<file path="src/rtl/cellpack_pkg.sv">
package cellpack_pkg;
    localparam int BYTE_W   = 9;
    localparam int SIZE_W   = 8;
    localparam int WORD_W   = 2 * BYTE_W;
    localparam int EDIT_POS = 4;

    typedef struct packed {
        logic              active;
        logic [SIZE_W-1:0] idx;
        logic [SIZE_W-1:0] size;
    } seq_t;

    typedef struct packed {
        logic              have;
        logic [BYTE_W-1:0] held;
        logic              first;
        logic              ovalid;
        logic              osoc;
        logic              onarrow;
        logic [BYTE_W-1:0] fb;
        logic [BYTE_W-1:0] sb;
        logic              swap;
    } pack_t;
endpackage

</file>
<file path="src/rtl/cellpack_seq.sv">
module cellpack_seq
    import cellpack_pkg::*;
(
    input  logic              clk,
    input  logic              rst_n,
    input  logic              in_valid,
    input  logic              in_soc,
    input  logic [SIZE_W-1:0] cell_size,
    output logic              acc,
    output logic              first_byte,
    output logic              last_byte,
    output logic [SIZE_W-1:0] cur_idx,
    output logic              active_o,
    output logic [SIZE_W-1:0] idx_o,
    output logic [SIZE_W-1:0] size_o
);
    seq_t s_d, s_q;
    logic [SIZE_W-1:0] size_eff;

    always_comb begin
        s_d        = s_q;
        size_eff   = s_q.active ? s_q.size : cell_size;
        cur_idx    = s_q.active ? s_q.idx : '0;
        acc        = in_valid && (s_q.active || in_soc);
        first_byte = !s_q.active;
        last_byte  = (cur_idx == size_eff - SIZE_W'(1));
        if (acc) begin
            if (last_byte) begin
                s_d.active = 1'b0;
                s_d.idx    = '0;
            end else begin
                s_d.active = 1'b1;
                s_d.idx    = cur_idx + SIZE_W'(1);
                s_d.size   = size_eff;
            end
        end
    end

    always_ff @(posedge clk or negedge rst_n) begin
        if (!rst_n) s_q <= '0;
        else        s_q <= s_d;
    end

    assign active_o = s_q.active;
    assign idx_o    = s_q.idx;
    assign size_o   = s_q.size;
endmodule

</file>
<file path="src/rtl/cellpack_pair.sv">
module cellpack_pair
    import cellpack_pkg::*;
(
    input  logic              clk,
    input  logic              rst_n,
    input  logic              acc,
    input  logic              first_byte,
    input  logic              last_byte,
    input  logic [SIZE_W-1:0] cur_idx,
    input  logic [BYTE_W-1:0] in_byte,
    input  logic              bus_narrow,
    input  logic              edit_en,
    input  logic              tx_mode,
    input  logic              swap_hi,
    output logic              ovalid,
    output logic              osoc,
    output logic              onarrow,
    output logic [BYTE_W-1:0] fb,
    output logic [BYTE_W-1:0] sb,
    output logic              swap_q
);
    pack_t p_d, p_q;
    logic              have, first, at_edit, emit;
    logic [BYTE_W-1:0] e_fb, e_sb;

    always_comb begin
        p_d        = p_q;
        p_d.ovalid = 1'b0;
        p_d.osoc   = 1'b0;
        p_d.swap   = swap_hi;
        have       = first_byte ? 1'b0 : p_q.have;
        first      = first_byte ? 1'b1 : p_q.first;
        at_edit    = edit_en && (cur_idx == SIZE_W'(EDIT_POS));
        emit       = 1'b0;
        e_fb       = in_byte;
        e_sb       = '0;
        if (acc) begin
            p_d.have  = have;
            p_d.first = first;
            if (bus_narrow) begin
                emit = 1'b1;
            end else if (at_edit && tx_mode) begin
                emit = 1'b0;
            end else if (at_edit) begin
                emit = 1'b1;
            end else if (have) begin
                emit     = 1'b1;
                e_fb     = p_q.held;
                e_sb     = in_byte;
                p_d.have = 1'b0;
            end else if (last_byte) begin
                emit = 1'b1;
            end else begin
                p_d.held = in_byte;
                p_d.have = 1'b1;
            end
            if (emit) begin
                p_d.ovalid  = 1'b1;
                p_d.osoc    = first;
                p_d.first   = 1'b0;
                p_d.fb      = e_fb;
                p_d.sb      = e_sb;
                p_d.onarrow = bus_narrow;
            end
        end
    end

    always_ff @(posedge clk or negedge rst_n) begin
        if (!rst_n) p_q <= '0;
        else        p_q <= p_d;
    end

    assign ovalid  = p_q.ovalid;
    assign osoc    = p_q.osoc;
    assign onarrow = p_q.onarrow;
    assign fb      = p_q.fb;
    assign sb      = p_q.sb;
    assign swap_q  = p_q.swap;
endmodule

</file>
<file path="src/rtl/cellpack_lane.sv">
module cellpack_lane
    import cellpack_pkg::*;
(
    input  logic              onarrow,
    input  logic              swap_q,
    input  logic [BYTE_W-1:0] fb,
    input  logic [BYTE_W-1:0] sb,
    output logic [WORD_W-1:0] word
);
    always_comb begin
        if (onarrow)     word = {{BYTE_W{1'b0}}, fb};
        else if (swap_q) word = {fb, sb};
        else             word = {sb, fb};
    end
endmodule

</file>
<file path="src/rtl/cellpack_top.sv">
module cellpack_top
    import cellpack_pkg::*;
(
    input  logic              clk,
    input  logic              rst_n,
    input  logic              in_valid,
    input  logic              in_soc,
    input  logic [BYTE_W-1:0] in_byte,
    input  logic [SIZE_W-1:0] cell_size,
    input  logic              bus_narrow,
    input  logic              edit_en,
    input  logic              tx_mode,
    input  logic              swap_hi,
    output logic              out_valid,
    output logic              out_soc,
    output logic [WORD_W-1:0] out_word
);
    logic              acc, first_byte, last_byte;
    logic [SIZE_W-1:0] cur_idx, seq_idx, seq_size;
    logic              seq_active;
    logic              onarrow, swap_q;
    logic [BYTE_W-1:0] fb, sb;

    cellpack_seq u_seq (
        .clk(clk), .rst_n(rst_n), .in_valid(in_valid), .in_soc(in_soc),
        .cell_size(cell_size), .acc(acc), .first_byte(first_byte),
        .last_byte(last_byte), .cur_idx(cur_idx), .active_o(seq_active),
        .idx_o(seq_idx), .size_o(seq_size)
    );

    cellpack_pair u_pair (
        .clk(clk), .rst_n(rst_n), .acc(acc), .first_byte(first_byte),
        .last_byte(last_byte), .cur_idx(cur_idx), .in_byte(in_byte),
        .bus_narrow(bus_narrow), .edit_en(edit_en), .tx_mode(tx_mode),
        .swap_hi(swap_hi), .ovalid(out_valid), .osoc(out_soc),
        .onarrow(onarrow), .fb(fb), .sb(sb), .swap_q(swap_q)
    );

    cellpack_lane u_lane (
        .onarrow(onarrow), .swap_q(swap_q), .fb(fb), .sb(sb), .word(out_word)
    );
endmodule

</file>
<file path="config.mk">
export PLATFORM = sky130hd
export DESIGN_NAME = cellpack_top
export DESIGN_NICKNAME = d
export VERILOG_FILES = /design/src/rtl/cellpack_pkg.sv /design/src/rtl/cellpack_seq.sv /design/src/rtl/cellpack_pair.sv /design/src/rtl/cellpack_lane.sv /design/src/rtl/cellpack_top.sv
export SDC_FILE = /design/constraint.sdc
export NUM_CORES = 1
export LEC_CHECK = 0
export BUFFER_PORTS_ARGS = -buffer_cell sky130_fd_sc_hd__buf_2
export CAP_MARGIN = 20
export CELL_PAD_IN_SITES_DETAIL_PLACEMENT = 0
export CELL_PAD_IN_SITES_GLOBAL_PLACEMENT = 1
export CORE_UTILIZATION = 41
export CTS_BUF_LIST = sky130_fd_sc_hd__clkbuf_8
export DETAILED_ROUTE_END_ITERATION = 10
export HOLD_SLACK_MARGIN = 0.1
export PLACE_DENSITY = 0.81
export SKIP_CTS_REPAIR_TIMING = 1
export SLEW_MARGIN = 20
export SYNTH_ARGS = -nofsm -noshare
export SYNTH_HDL_FRONTEND = slang
export SYNTH_SLANG_ARGS = --single-unit
</file>
<file path="constraint.sdc">
create_clock -name clk -period 3.41 [get_ports clk]
set_clock_uncertainty 0.15 [all_clocks]
set_input_delay 0.341 -clock clk [delete_from_list [all_inputs] [get_ports clk]]
set_output_delay 0.341 -clock clk [all_outputs]
set_load 0.02 [all_outputs]
</file>
======== After elaboration in Yosys (flattened, before gate mapping) ========
Index checks and enable logic that the tools add are counted.
storage, ports and cells
  flip-flop bits (word level) ............. 50
  output and inout port bits .............. 20
  logic and storage cells ................. 57
cells by class
  $add $sub $neg .......................... 2
  equality and inequality tests ........... 2
  multiplexer cells ....................... 29
  bitwise operators ....................... 5
  reductions and logical operators ........ 7
operators with widths
  kind                   number
  $mux W9                10
  $mux W10               4
  $mux W18               2
  $mux W22               1
  $mux W21               1
  $mux W8                2
  $mux W1                9
  $add A8 B1 Y8 const B  1
  $eq A8 B3 Y1 const B   1
  $eq A8 B8 Y1           1
  $sub A8 B1 Y8 const B  1
  $reduce_and A6 Y1      1
  $not A1 Y1             5
  $reduce_and A2 Y1      2
  $logic_and A1 B1 Y1    3
  $logic_or A1 B1 Y1     1

======== Logic depth before layout (Yosys ltp) ========
Gate-level depths: netlist of run 1.
  depth after elaboration ................. 11
  depth in mapped cells ................... 13
  gate-level depth less buffers ........... 10

======== Hierarchy ========
Synthesis of run 1 repeated with hierarchy kept, for this count alone.
unflattened totals
  cells, all modules ...................... 304
  area total of the unflattened synthesis .. 3229.3 um^2
by module, submodules not included
  module         instances  cells an instance  area an instance (um^2)  seq. area each (um^2)
  cellpack_pair  1          134                1665.3                   825.8
  cellpack_seq   1          139                1261.2                   425.4
  cellpack_lane  1          31                 302.8                    0.0

======== Worst setup path before layout of run 1 ========
Ideal clock, no wire load.
  kind .................................... register to register
  start point ............................. register u_seq.s_q, in the netlist u_seq.active_o
  end point ............................... register u_pair.p_q[23] in the netlist's numbering
  library setup time ...................... 0.125 ns
  arrival time ............................ 3.176 ns
  data required time ...................... 3.135 ns
  setup slack ............................. -0.041 ns
  cell stages (with the launch flop) ...... 14
  path buffers ............................ 4
  clock period less this slack ............ 3.451 ns
  cells stage by stage .................... dfrtp_1 buf_2 buf_2 buf_1 mux2i_1 ha_1 inv_1 o311a_1 a22oi_1 o41ai_1 and4b_4 buf_6 nor3_4 mux2_2
on the way
  word-level cells in the longest chain between the ends .. 6
  elaborated cells between the ends (all ways) .. 15
  those cells by class .................... 1 x add/sub; 2 x eq/ne; 3 x mux; 4 x bitwise; 5 x reduce/logical
RTL lines
  item                                                                   line                 RTL
  start: declaration                                                     cellpack_seq.sv:17   seq_t s_d, s_q;
  start signal: assignment                                               cellpack_seq.sv:40   if (!rst_n) s_q <= '0;
  start signal: assignment                                               cellpack_seq.sv:41   else s_q <= s_d;
  parallel branches: the longest is 5 deep, another holds $sub A8 B1 Y8  --
  $reduce_and A6 Y1 (no source line) *                                   --
  end signal: assignment                                                 cellpack_pair.sv:70  else p_q <= p_d;
  end: declaration                                                       cellpack_pair.sv:22  pack_t p_d, p_q;
Mark *: on every way between the ends.
A chain may end at the register's enable or synchronous reset.

======== Worst setup path in the final report of run 1 ========
Ends and elaborated chain as after synthesis.

==> metrics.yaml, run 1 <==
run_status:
  status: "complete, no violations"
synth:
  yosysTopAreaCell: "dfrtp_1"
  yosysWarnings: 0
  synth_area_um2: 2803
  ys.flop_type: "dfrtp_1"
  ys_ff_latch: 50
  syn_inst: 265
  synth_nets: 293
  netlist-cell-type-count: 42
  avgSynthCellArea_um2: 10.58
  async_flop_share_pct: 100.0
  ys_seq_area_share_pct: 44.64
  yosysTopAreaCellShare_pct: 44.64
  synth-edff-count: 0
  synth_area_leaders: "dfrtp_1, mux2_2, mux2i_1, a22o_1, xnor2_1"
worst_setup_path:
  cp-start-kind: "flip-flop"
  path_cells: "nor2b_1 > a21oi_1 > ha_1 > inv_1 > o311a_1 > a22oi_1 > o41ai_1 > and4b_4 > nor3_4 > mux2_2"
  cp-end-kind: "flip-flop"
  crit_cells: 10
  reg2reg_depth: 10
  crit_buf_inv: 1
  critical_path_class: "flip-flop to flip-flop"
  cp_max_fo: 12
  critPathRequiredTime_ns: 3.45
  crit_family: "simple AND/OR/NAND/NOR gates"
  cp_slowest_cell: "dfrtp_1"
  critPathArrivalTime_ns: 3.09
  max_stage_delay_ns: 0.51
global_routing:
  antenna_found_initial: 0
  grt_pass1_vias: 1993
  grtUsageTotal_pct: 17.55
  grt_pass1_wl_um: 9867
  grt_remaining_overflow: 0
  grt_max_degree: 39
clocking:
  clk_pin_slew_ns: 0.09
  htree_levels: 2
  cts_sinks: 50
  cts_buffers: 5
  cts_max_path_buffers: 2
  cts-root-buf: "clkbuf_8"
  clk_latency_ns: 0.30
  cts_tree: "built"
job:
  maxCapViolCount: 0
floorplanning:
  rows: 29
  coreArea_um2: 6459
  fp.dieW_um: 84.68
  boundaryPins: 45
  dieHeight_um: 84.68
  start_util_pct: 43.39
  die_area_um2: 7171
cells_and_area:
  fin_area_um2: 3174
  fin_nets: 336
  diodes: 0
  layout-drive-gt1-share_pct: 33.77
  synthToLayoutAreaGrowth_pct: 13.26
  finalNonFillerCells: 385
hold_path:
  min_path_cells: 2
  hold_class: "input pin to flip-flop"
power_and_ir_drop:
  p_per_area_nw_per_um2: 808.6
  leakage_nw: 1.453
  peakVddDrop_mv: 0.3520
sta:
  fin_setup_tns_ns: 0
  period_needed_ns: 3.057
  rsz0062_at_grt: "false"
  hold_viol_final: 0
  tightest_slew_ns: 0.8690
  fin_crit_sh_pct: 89.64
  relSlewSlack_pct: 42.06
  setup_viol: 0
  fmax_mhz: 327.2
  setup_slack_ns: 0.3534
  drv_slew: 0
drt:
  drt_iter0_drc: 175
  via_count: 2066
  wl_um: 5955
  viasPerCell: 5.366
  ant_nets: 0
  first_pass_iters: 6
  routed_wire_length_per_instance_um: 15.47
  post-route-drc-count: 0
place:
  gp_congestion: 0.7626
  dp_hpwl_um: 4155
  io_buffers: 44
  dpl_cell_area_um2: 3075
  dpl_worst_slack_ns: 0.3497
  dp_cells: 376
## where the power goes
group / internal (mW) / switching [mW] / leakage [nW] / total (mW)
Clock: 0.138 / 0.188 / 0.0438 / 0.326
Combinational: 0.606 / 0.580 / 0.810 / 1.19
Sequential: 0.827 / 0.227 / 0.599 / 1.05
Total: 1.57 / 0.995 / 1.45 / 2.57
## stage by stage
step           hold WS, ns  total power [mW]  util (%)
6_report            0.1327             2.567     49.15
5_1_grt             0.1178             2.758     49.15
4_1_cts           -0.01178             2.584     48.84
3_5_place_dp        0.3043             2.252     47.62
3_3_place_gp        0.3007             2.229     47.62
2_1_floorplan      -0.1046             1.951         -
## sequential cells by signal, indices dropped and copies added (netlist names)
register and cells:
u_pair.p_q 11, u_pair.fb 9, u_pair.sb 9, u_seq.idx_o 8, u_seq.size_o 8, u_pair.onarrow 1
u_pair.osoc 1, u_pair.ovalid 1, u_pair.swap_q 1, u_seq.active_o 1
## worst paths after layout
kind / from / end / slack (ns)
worst max-delay path: u_seq.active_o$_DFFE_PN0P_ / u_pair.p_q[23]$_DFFE_PN0P_ / 0.35
worst min-delay path: in_valid / u_seq.active_o$_DFFE_PN0P_ / 0.13
worst max register to register: u_seq.active_o$_DFFE_PN0P_ / u_pair.p_q[23]$_DFFE_PN0P_ / 0.35
worst min register to register: u_pair.p_q[32]$_DFFE_PN0P_ / u_pair.p_q[32]$_DFFE_PN0P_ / 0.36
max in group asynchronous: rst_n / u_seq.size_o[6]$_DFFE_PN0P_ / 1.86
min in group asynchronous: rst_n / u_pair.ovalid$_DFF_PN0_ / 0.55
## cell families after synthesis
group / share of synthesized area (%)
compound gates: 11.43
xor+xnor: 4.063
fa+ha+maj: 1.339
buf+inv: 3.705
flops: 44.64
mux: 21.16
simple gates: 13.66
## layout by cell type (no fill, tap or decap), types with 5 or more instances in the layout
| cell | instances |
|---|---|
| inv_1 | 6 |
| clkbuf_8 | 5 |
| mux2i_1 | 12 |
| mux2_2 | 42 |
| buf_2 | 44 |
| a22o_1 | 10 |
| nand3_1 | 6 |
| nand2_1 | 22 |
| nor2_1 | 22 |
| dfrtp_1 | 50 |
| a21oi_1 | 11 |
| nor3_1 | 7 |
| xnor2_1 | 10 |
| o21ai_0 | 12 |
| buf_4 | 5 |
## worst register-to-register path, stage by stage (launching register included)
cell     delay [ns]
dfrtp_1        0.51
nor2b_1        0.10
a21oi_1        0.18
ha_1           0.21
inv_1          0.07
o311a_1        0.34
a22oi_1        0.18
o41ai_1        0.10
and4b_4        0.27
nor3_4         0.43
mux2_2         0.40
## metal layers
| metal | routed length, um | vias up | global-route usage (%) |
|---|---|---|---|
| met2 | 2673 | 37 | 26.46 |
| met3 | 208 | 2 | 4.228 |
| met4 | 29 | 0 | 4.314 |
| li1 | - | 1026 | - |
| met1 | 3044 | 1001 | 25.49 |
| met5 | 0 | - | 0 |
## cell usage after synthesis, types with 2 or more instances
cell	count
a21oi_1	11
a22o_1	10
a22oi_1	2
buf_1	2
buf_2	5
buf_6	2
clkbuf_1	5
dfrtp_1	50
ha_1	3
inv_1	6
mux2_2	42
mux2i_1	12
nand2_1	22
nand2b_1	2
nand3_1	6
nand3b_1	2
nand4b_1	2
nor2_1	22
nor2b_1	2
nor3_1	7
nor3b_1	2
nor4_1	3
o21ai_0	13
o31ai_1	3
xnor2_1	10
xor2_1	3
## layout make-up
type | instances | area, um2
Fill cell | 615 | 3284
Multi-Input combinational cell | 194 | 1448
Sequential cell | 50 | 1251
Timing Repair Buffer | 51 | 277.8
Tap cell | 77 | 96.34
Clock buffer | 5 | 68.82
Inverter | 6 | 22.52
Clock inverter | 2 | 10.01
No activity file was read; power rests on OpenSTA's default activity.
==> run 2: changes to the inputs <==
CORE_MARGIN = 2   (was unset)
==> run 2 against run 1 <==
- via count is 3.3% higher
- count of clock-buffer cells in the layout stayed put
- worst hold slack worse by 0.028 ns
- combinational power hardly changed
- critical path type unchanged
- highest routed layer unchanged
==> metrics.yaml, run 2 (same netlist as run 1, synthesis figures left out) <==
run_status:
  status: "complete, no violations"  # unchanged
sta:
  tightest_slew_ns: 0.8787  # was 0.8690 ns
  rsz0062_at_grt: "false"  # unchanged
  fin_crit_sh_pct: 92.24  # was 89.64%
  fin_setup_tns_ns: 0  # unchanged
  period_needed_ns: 3.146  # was 3.057 ns
  relSlewSlack_pct: 41.42  # was 42.06%
  drv_slew: 0  # unchanged
  setup_viol: 0  # unchanged
  hold_viol_final: 0  # unchanged
  fmax_mhz: 317.9  # was 327.2 MHz
global_routing:
  grt_pass1_wl_um: 9722  # was 9867 um
  grt_remaining_overflow: 0  # unchanged
  antenna_found_initial: 0  # unchanged
  grt_pass1_vias: 2000  # was 1,993
  grt_max_degree: 40  # was 39
  grtUsageTotal_pct: 16.55  # was 17.55%
worst_setup_path:
  reg2reg_depth: 10  # unchanged
  crit_cells: 10  # unchanged
  crit_buf_inv: 1  # unchanged
  crit_family: "simple AND/OR/NAND/NOR gates"  # unchanged
  critical_path_class: "flip-flop to flip-flop"  # unchanged
  max_stage_delay_ns: 0.58  # was 0.51 ns
  cp_slowest_cell: "dfrtp_1"  # unchanged
  cp-start-kind: "flip-flop"  # unchanged
  critPathArrivalTime_ns: 3.19  # was 3.09 ns
  critPathRequiredTime_ns: 3.45  # about the same
  path_cells: "nor2b_1 > a21oi_1 > ha_1 > inv_1 > o311a_1 > a22oi_1 > o41ai_1 > and4b_4 > nor3_4 > mux2_2"  # unchanged
  cp-end-kind: "flip-flop"  # unchanged
  cp_max_fo: 13  # was 12
place:
  gp_congestion: 0.8028  # was 0.7626
  io_buffers: 44  # unchanged
  dpl_cell_area_um2: 3079  # was 3075 um2
  dp_hpwl_um: 4295  # was 4155 um
  dp_cells: 379  # was 376
clocking:
  htree_levels: 2  # unchanged
  cts_tree: "built"  # unchanged
  cts_max_path_buffers: 2  # unchanged
  cts_sinks: 50  # unchanged
  cts-root-buf: "clkbuf_8"  # unchanged
  cts_buffers: 5  # unchanged
  clk_latency_ns: 0.30  # about the same
  clk_pin_slew_ns: 0.09  # about the same
power_and_ir_drop:
  leakage_nw: 1.447  # was 1.453 nW
  p_per_area_nw_per_um2: 807.3  # was 808.6 nW/um2
  peakVddDrop_mv: 0.3919  # was 0.3520 mV
  power_mw: 2.570  # was 2.567 mW
floorplanning:
  fp.dieW_um: 86.68  # was 84.68 um
  boundaryPins: 45  # unchanged
  rows: 30  # was 29
  coreArea_um2: 6719  # was 6459 um2
  start_util_pct: 41.71  # was 43.39%
  die_area_um2: 7513  # was 7171 um2
  dieHeight_um: 86.68  # was 84.68 um
drt:
  maxUsedRoutingLayer: "met4"  # unchanged
  wl_met2_um: 2904  # was 2673 um
  first_pass_iters: 4  # was 6
  ant_nets: 0  # unchanged
  viasPerCell: 5.503  # was 5.366
  drt_iter0_drc: 92  # was 175
  dr_wl_met3_um: 253  # was 208 um
  routed_wire_length_per_instance_um: 15.52  # was 15.47 um
  via_count: 2135  # was 2,066
  post-route-drc-count: 0  # unchanged
  wl_met1_um: 2807  # was 3044 um
  wl_um: 6023  # was 5955 um
cells_and_area:
  layout_common_cells: "dfrtp_1, buf_2, mux2_2"  # unchanged
  fin_area_um2: 3183  # was 3174 um2
  layout-drive-gt1-share_pct: 33.77  # unchanged
  nFillCells: 637  # was 615
  largest_register_ffs: 11  # unchanged
  final_common_cell: "dfrtp_1"  # unchanged
  fin_nets: 336  # unchanged
  finalNonFillerCells: 388  # was 385
  largest_register: "u_pair.p_q"  # unchanged
  diodes: 0  # unchanged
  synthToLayoutAreaGrowth_pct: 13.57  # was 13.26%
  post-route-util_pct: 47.37  # was 49.15%
hold_path:
  min_path_cells: 2  # unchanged
  hold_class: "input pin to flip-flop"  # unchanged
job:
  maxCapViolCount: 0  # unchanged
-- run 2: worst paths after layout --
check,from,endpoint,slack (ns)
max,u_seq.active_o$_DFFE_PN0P_,u_pair.p_q[23]$_DFFE_PN0P_,0.26
min in group asynchronous,rst_n,u_seq.idx_o[5]$_DFFE_PN0P_,0.53
min,in_valid,u_seq.active_o$_DFFE_PN0P_,0.11
max reg2reg,u_seq.active_o$_DFFE_PN0P_,u_pair.p_q[23]$_DFFE_PN0P_,0.26
max in group asynchronous,rst_n,u_pair.sb[2]$_DFFE_PN0P_,1.85
min reg2reg,u_pair.p_q[28]$_DFFE_PN0P_,u_pair.p_q[28]$_DFFE_PN0P_,0.36
-- run 2: area by class of cell --
type / instances / area [um2] / share of cell area (%)
clock buffer: 5 / 68.82 / 2.162
clock inverter: 2 / 15.01 / 0.4717
inverter: 6 / 22.52 / 0.7075
multi-input combinational: 194 / 1448 / 45.48
sequential: 50 / 1251 / 39.31
tap: 80 / 100.1 / 3.145
timing repair buffer: 51 / 277.8 / 8.726
-- run 2: metrics by stage --
| stage | hold slack (ns) | setup WS [ns] |
|---|---|---|
| 2_1_floorplan | -0.1046 | 0.08112 |
| 3_3_place_gp | 0.3087 | 0.3517 |
| 3_5_place_dp | 0.3132 | 0.2696 |
| 4_1_cts | -0.006308 | 0.2636 |
| 5_1_grt | 0.1071 | 0.06488 |
| 6_report | 0.1051 | 0.2645 |
-- run 2: worst register-to-register path: cells and delay by family, from the launching register on --
family	cells	cell delay, ns
AO/OA/AOI/OAI	4	0.80
adder cells (fa/ha/maj)	1	0.21
buffers and inverters	1	0.08
flip-flops	1	0.58
multiplexers	1	0.40
AND/OR/NAND/NOR	3	0.82
-- run 2: power by group --
part           leakage [nW]  internal [mW]  switching (mW)
combinational         0.811          0.604           0.570
sequential            0.599          0.827           0.231
clock                0.0362          0.140           0.197
total                  1.45           1.57           0.998
-- run 2: metal layers --
layer  track usage [%]  vias to the layer above
met5                 0                        -
met4             4.261                        0
met3             3.143                        7
met2             27.62                       55
met1             22.17                     1041
li1                  -                     1032
==> run 3: changes to the inputs <==
CTS_CLUSTER_DIAMETER = 60   (was unset)
PLACE_DENSITY = 0.87   (was 0.81)
==> run 3 against run 2 <==
- via count is 1.1% higher
- fmax is 1.9% higher
- non-clock buffer count is 1 higher
- flip-flop and latch count stayed put
- largest power group unchanged
==> metrics.yaml, run 3 (same netlist as run 1, synthesis figures left out) <==
cells_and_area:
  fin_nets: 337  # was 336
  finalNonFillerCells: 390  # was 388
  diodes: 0  # unchanged
  layout-drive-gt1-share_pct: 34.19  # was 33.77%
  layout_common_cells: "dfrtp_1, buf_2, mux2_2"  # unchanged
  synthToLayoutAreaGrowth_pct: 15.00  # was 13.57%
  final_common_cell: "dfrtp_1"  # unchanged
  nFillCells: 638  # was 637
  largest_register_ffs: 11  # unchanged
  largest_register: "u_pair.p_q"  # unchanged
clocking:
  clk_latency_ns: 0.31  # was 0.30 ns
  cts-root-buf: "clkbuf_8"  # unchanged
  cts_buffers: 5  # unchanged
  cts_tree: "built"  # unchanged
  cts_max_path_buffers: 2  # unchanged
  clk_pin_slew_ns: 0.10  # was 0.09 ns
  htree_levels: 2  # unchanged
  cts_sinks: 50  # unchanged
global_routing:
  grt_remaining_overflow: 0  # unchanged
  antenna_found_initial: 0  # unchanged
  grtUsageTotal_pct: 17.15  # was 16.55%
  grt_max_degree: 27  # was 40
  grt_pass1_wl_um: 10030  # was 9722 um
  grt_pass1_vias: 1997  # was 2,000
worst_setup_path:
  crit_family: "compound AO/OA/AOI/OAI gates"  # was simple AND/OR/NAND/NOR gates
  max_stage_delay_ns: 0.44  # was 0.58 ns
  cp_slowest_cell: "dfrtp_1"  # unchanged
  critical_path_class: "flip-flop to flip-flop"  # unchanged
  rr_endpoint: "u_pair.p_q[24]$_DFFE_PN0P_"  # was u_pair.p_q[23]$_DFFE_PN0P_
  critPathRequiredTime_ns: 3.45  # about the same
  crit_buf_inv: 2  # was 1
  critPathArrivalTime_ns: 3.13  # was 3.19 ns
  path_cells: "buf_4 > a21oi_1 > ha_1 > inv_1 > o311a_1 > a22oi_1 > o41ai_1 > and4b_4 > nor3_4 > mux2_2"  # was nor2b_1 > a21oi_1 > ha_1 > inv_1 > o311a_1 > a22oi_1 > o41ai_1 > and4b_4 > nor3_4 > mux2_2
  cp_max_fo: 13  # unchanged
  reg2reg_depth: 10  # unchanged
  regToRegStartpoint: "u_seq.active_o$_DFFE_PN0P_"  # unchanged
  cp-start-kind: "flip-flop"  # unchanged
  reg2reg_setup_slack_ns: 0.32  # was 0.26 ns
  cp-end-kind: "flip-flop"  # unchanged
sta:
  tightest_slew_ns: 0.7734  # was 0.8787 ns
  fin_setup_tns_ns: 0  # unchanged
  fin_crit_sh_pct: 90.57  # was 92.24%
  drv_slew: 0  # unchanged
  period_needed_ns: 3.088  # was 3.146 ns
  setup_viol: 0  # unchanged
  fmax_mhz: 323.8  # was 317.9 MHz
  rsz0062_at_grt: "false"  # unchanged
  relSlewSlack_pct: 48.25  # was 41.42%
  hold_viol_final: 0  # unchanged
place:
  dp_cells: 380  # was 379
  io_buffers: 44  # unchanged
  gp_congestion: 0.8381  # was 0.8028
  dp_hpwl_um: 4501  # was 4295 um
drt:
  post-route-drc-count: 0  # unchanged
  routed_wire_length_per_instance_um: 15.77  # was 15.52 um
  viasPerCell: 5.536  # was 5.503
  wl_um: 6149  # was 6023 um
  drt_iter0_drc: 104  # was 92
  first_pass_iters: 4  # unchanged
  via_count: 2159  # was 2,135
  ant_nets: 0  # unchanged
power_and_ir_drop:
  switching_share_pct: 38.41  # was 38.85%
  power_frac_seq_pct: 39.4  # was 41.2%
  p_per_area_nw_per_um2: 833.1  # was 807.3 nW/um2
  p_int_mw: 1.654  # was 1.571 mW
  p_switching_mw: 1.031  # was 0.9984 mW
  combPwrFrac_pct: 44.4  # was 45.7%
  peakVddDrop_mv: 0.3693  # was 0.3919 mV
  clkPwrFrac_pct: 16.2  # was 13.1%
  leakage_nw: 1.473  # was 1.447 nW
run_status:
  status: "complete, no violations"  # unchanged
hold_path:
  min_to: "u_seq.active_o$_DFFE_PN0P_"  # unchanged
  hp-start: "in_valid"  # unchanged
  hold_class: "input pin to flip-flop"  # unchanged
  min_path_cells: 2  # unchanged
floorplanning:
  boundaryPins: 45  # unchanged
  coreArea_um2: 6719  # unchanged
  dieHeight_um: 86.68  # unchanged
  die_area_um2: 7513  # unchanged
  rows: 30  # unchanged
  start_util_pct: 41.71  # unchanged
  fp.dieW_um: 86.68  # unchanged
job:
  maxCapViolCount: 0  # unchanged
[run 3: cell types whose count changed in the layout (fill, tap and decap cells not counted), sizes merged]
| cell | before | now |
|---|---|---|
| bufinv | 0 | 1 |
| clkinvlp | 2 | 0 |
| buf | 49 | 50 |
| clkinv | 0 | 1 |
| inv | 6 | 7 |
[run 3: how the worst max path moves through the flow]
stage / startpoint / to / slack [ns] / cells past startpoint
final: u_seq.active_o$_DFFE_PN0P_ / u_pair.p_q[24]$_DFFE_PN0P_ / 0.32 / 10
after global routing: u_seq.active_o$_DFFE_PN0P_ / u_seq.size_o[5]$_DFFE_PN0P_ / 0.10 / 10
after CTS: u_seq.active_o$_DFFE_PN0P_ / u_seq.size_o[4]$_DFFE_PN0P_ / 0.34 / 10
after detailed placement: u_seq.active_o$_DFFE_PN0P_ / u_pair.p_q[31]$_DFFE_PN0P_ / 0.35 / 10
after global placement: u_seq.active_o$_DFFE_PN0P_ / u_pair.p_q[27]$_DFFE_PN0P_ / 0.46 / 10
after floorplan: u_seq.active_o$_DFFE_PN0P_ / u_pair.p_q[23]$_DFFE_PN0P_ / 0.08 / 13
[run 3: layer usage]
metal / vias up / global-route usage [%] / share of wire (%)
li1: 1033 / - / -
met1: 1062 / 23.52 / 46
met2: 59 / 27.97 / 48
met3: 5 / 3.905 / 5.1
met4: 0 / 3.551 / 0.59
met5: - / 0 / 0
[run 3: area by class of cell]
type | instances | area (um2) | share of cell area, %
clock buffer | 5 | 68.82 | 2.135
clock inverter | 3 | 47.55 | 1.475
inverter | 6 | 22.52 | 0.6988
multi-input combinational | 194 | 1448 | 44.91
sequential | 50 | 1251 | 38.82
tap | 80 | 100.1 | 3.106
timing repair buffer | 52 | 285.3 | 8.851
[run 3: power by group through the flow]
stage	registers (mW)	clock network (mW)	logic [mW]
after floorplan	0.974	0	0.977
after global placement	1.05	0	1.16
after detailed placement	1.07	0	1.20
after CTS	1.06	0.441	1.20
after global routing	1.09	0.472	1.31
final	1.06	0.435	1.19
[run 3: worst register-to-register path, stage by stage (launching register included)]
cell     delay (ns)
dfrtp_1        0.44
buf_4          0.20
a21oi_1        0.20
ha_1           0.22
inv_1          0.08
o311a_1        0.34
a22oi_1        0.18
o41ai_1        0.11
and4b_4        0.26
nor3_4         0.40
mux2_2         0.39
[run 3: stage by stage]
step	hold slack (ns)	total power [mW]	utilization, %	cell area [um2]	setup WS [ns]
after floorplan	-0.1046	1.951	-	2804	0.08112
after global placement	0.2202	2.216	45.94	3087	0.4564
after detailed placement	0.2219	2.266	45.94	3087	0.3453
after CTS	-0.1183	2.700	47.67	3203	0.3354
after global routing	0.1179	2.878	47.97	3223	0.1035
final	0.1220	2.685	47.97	3223	0.3216
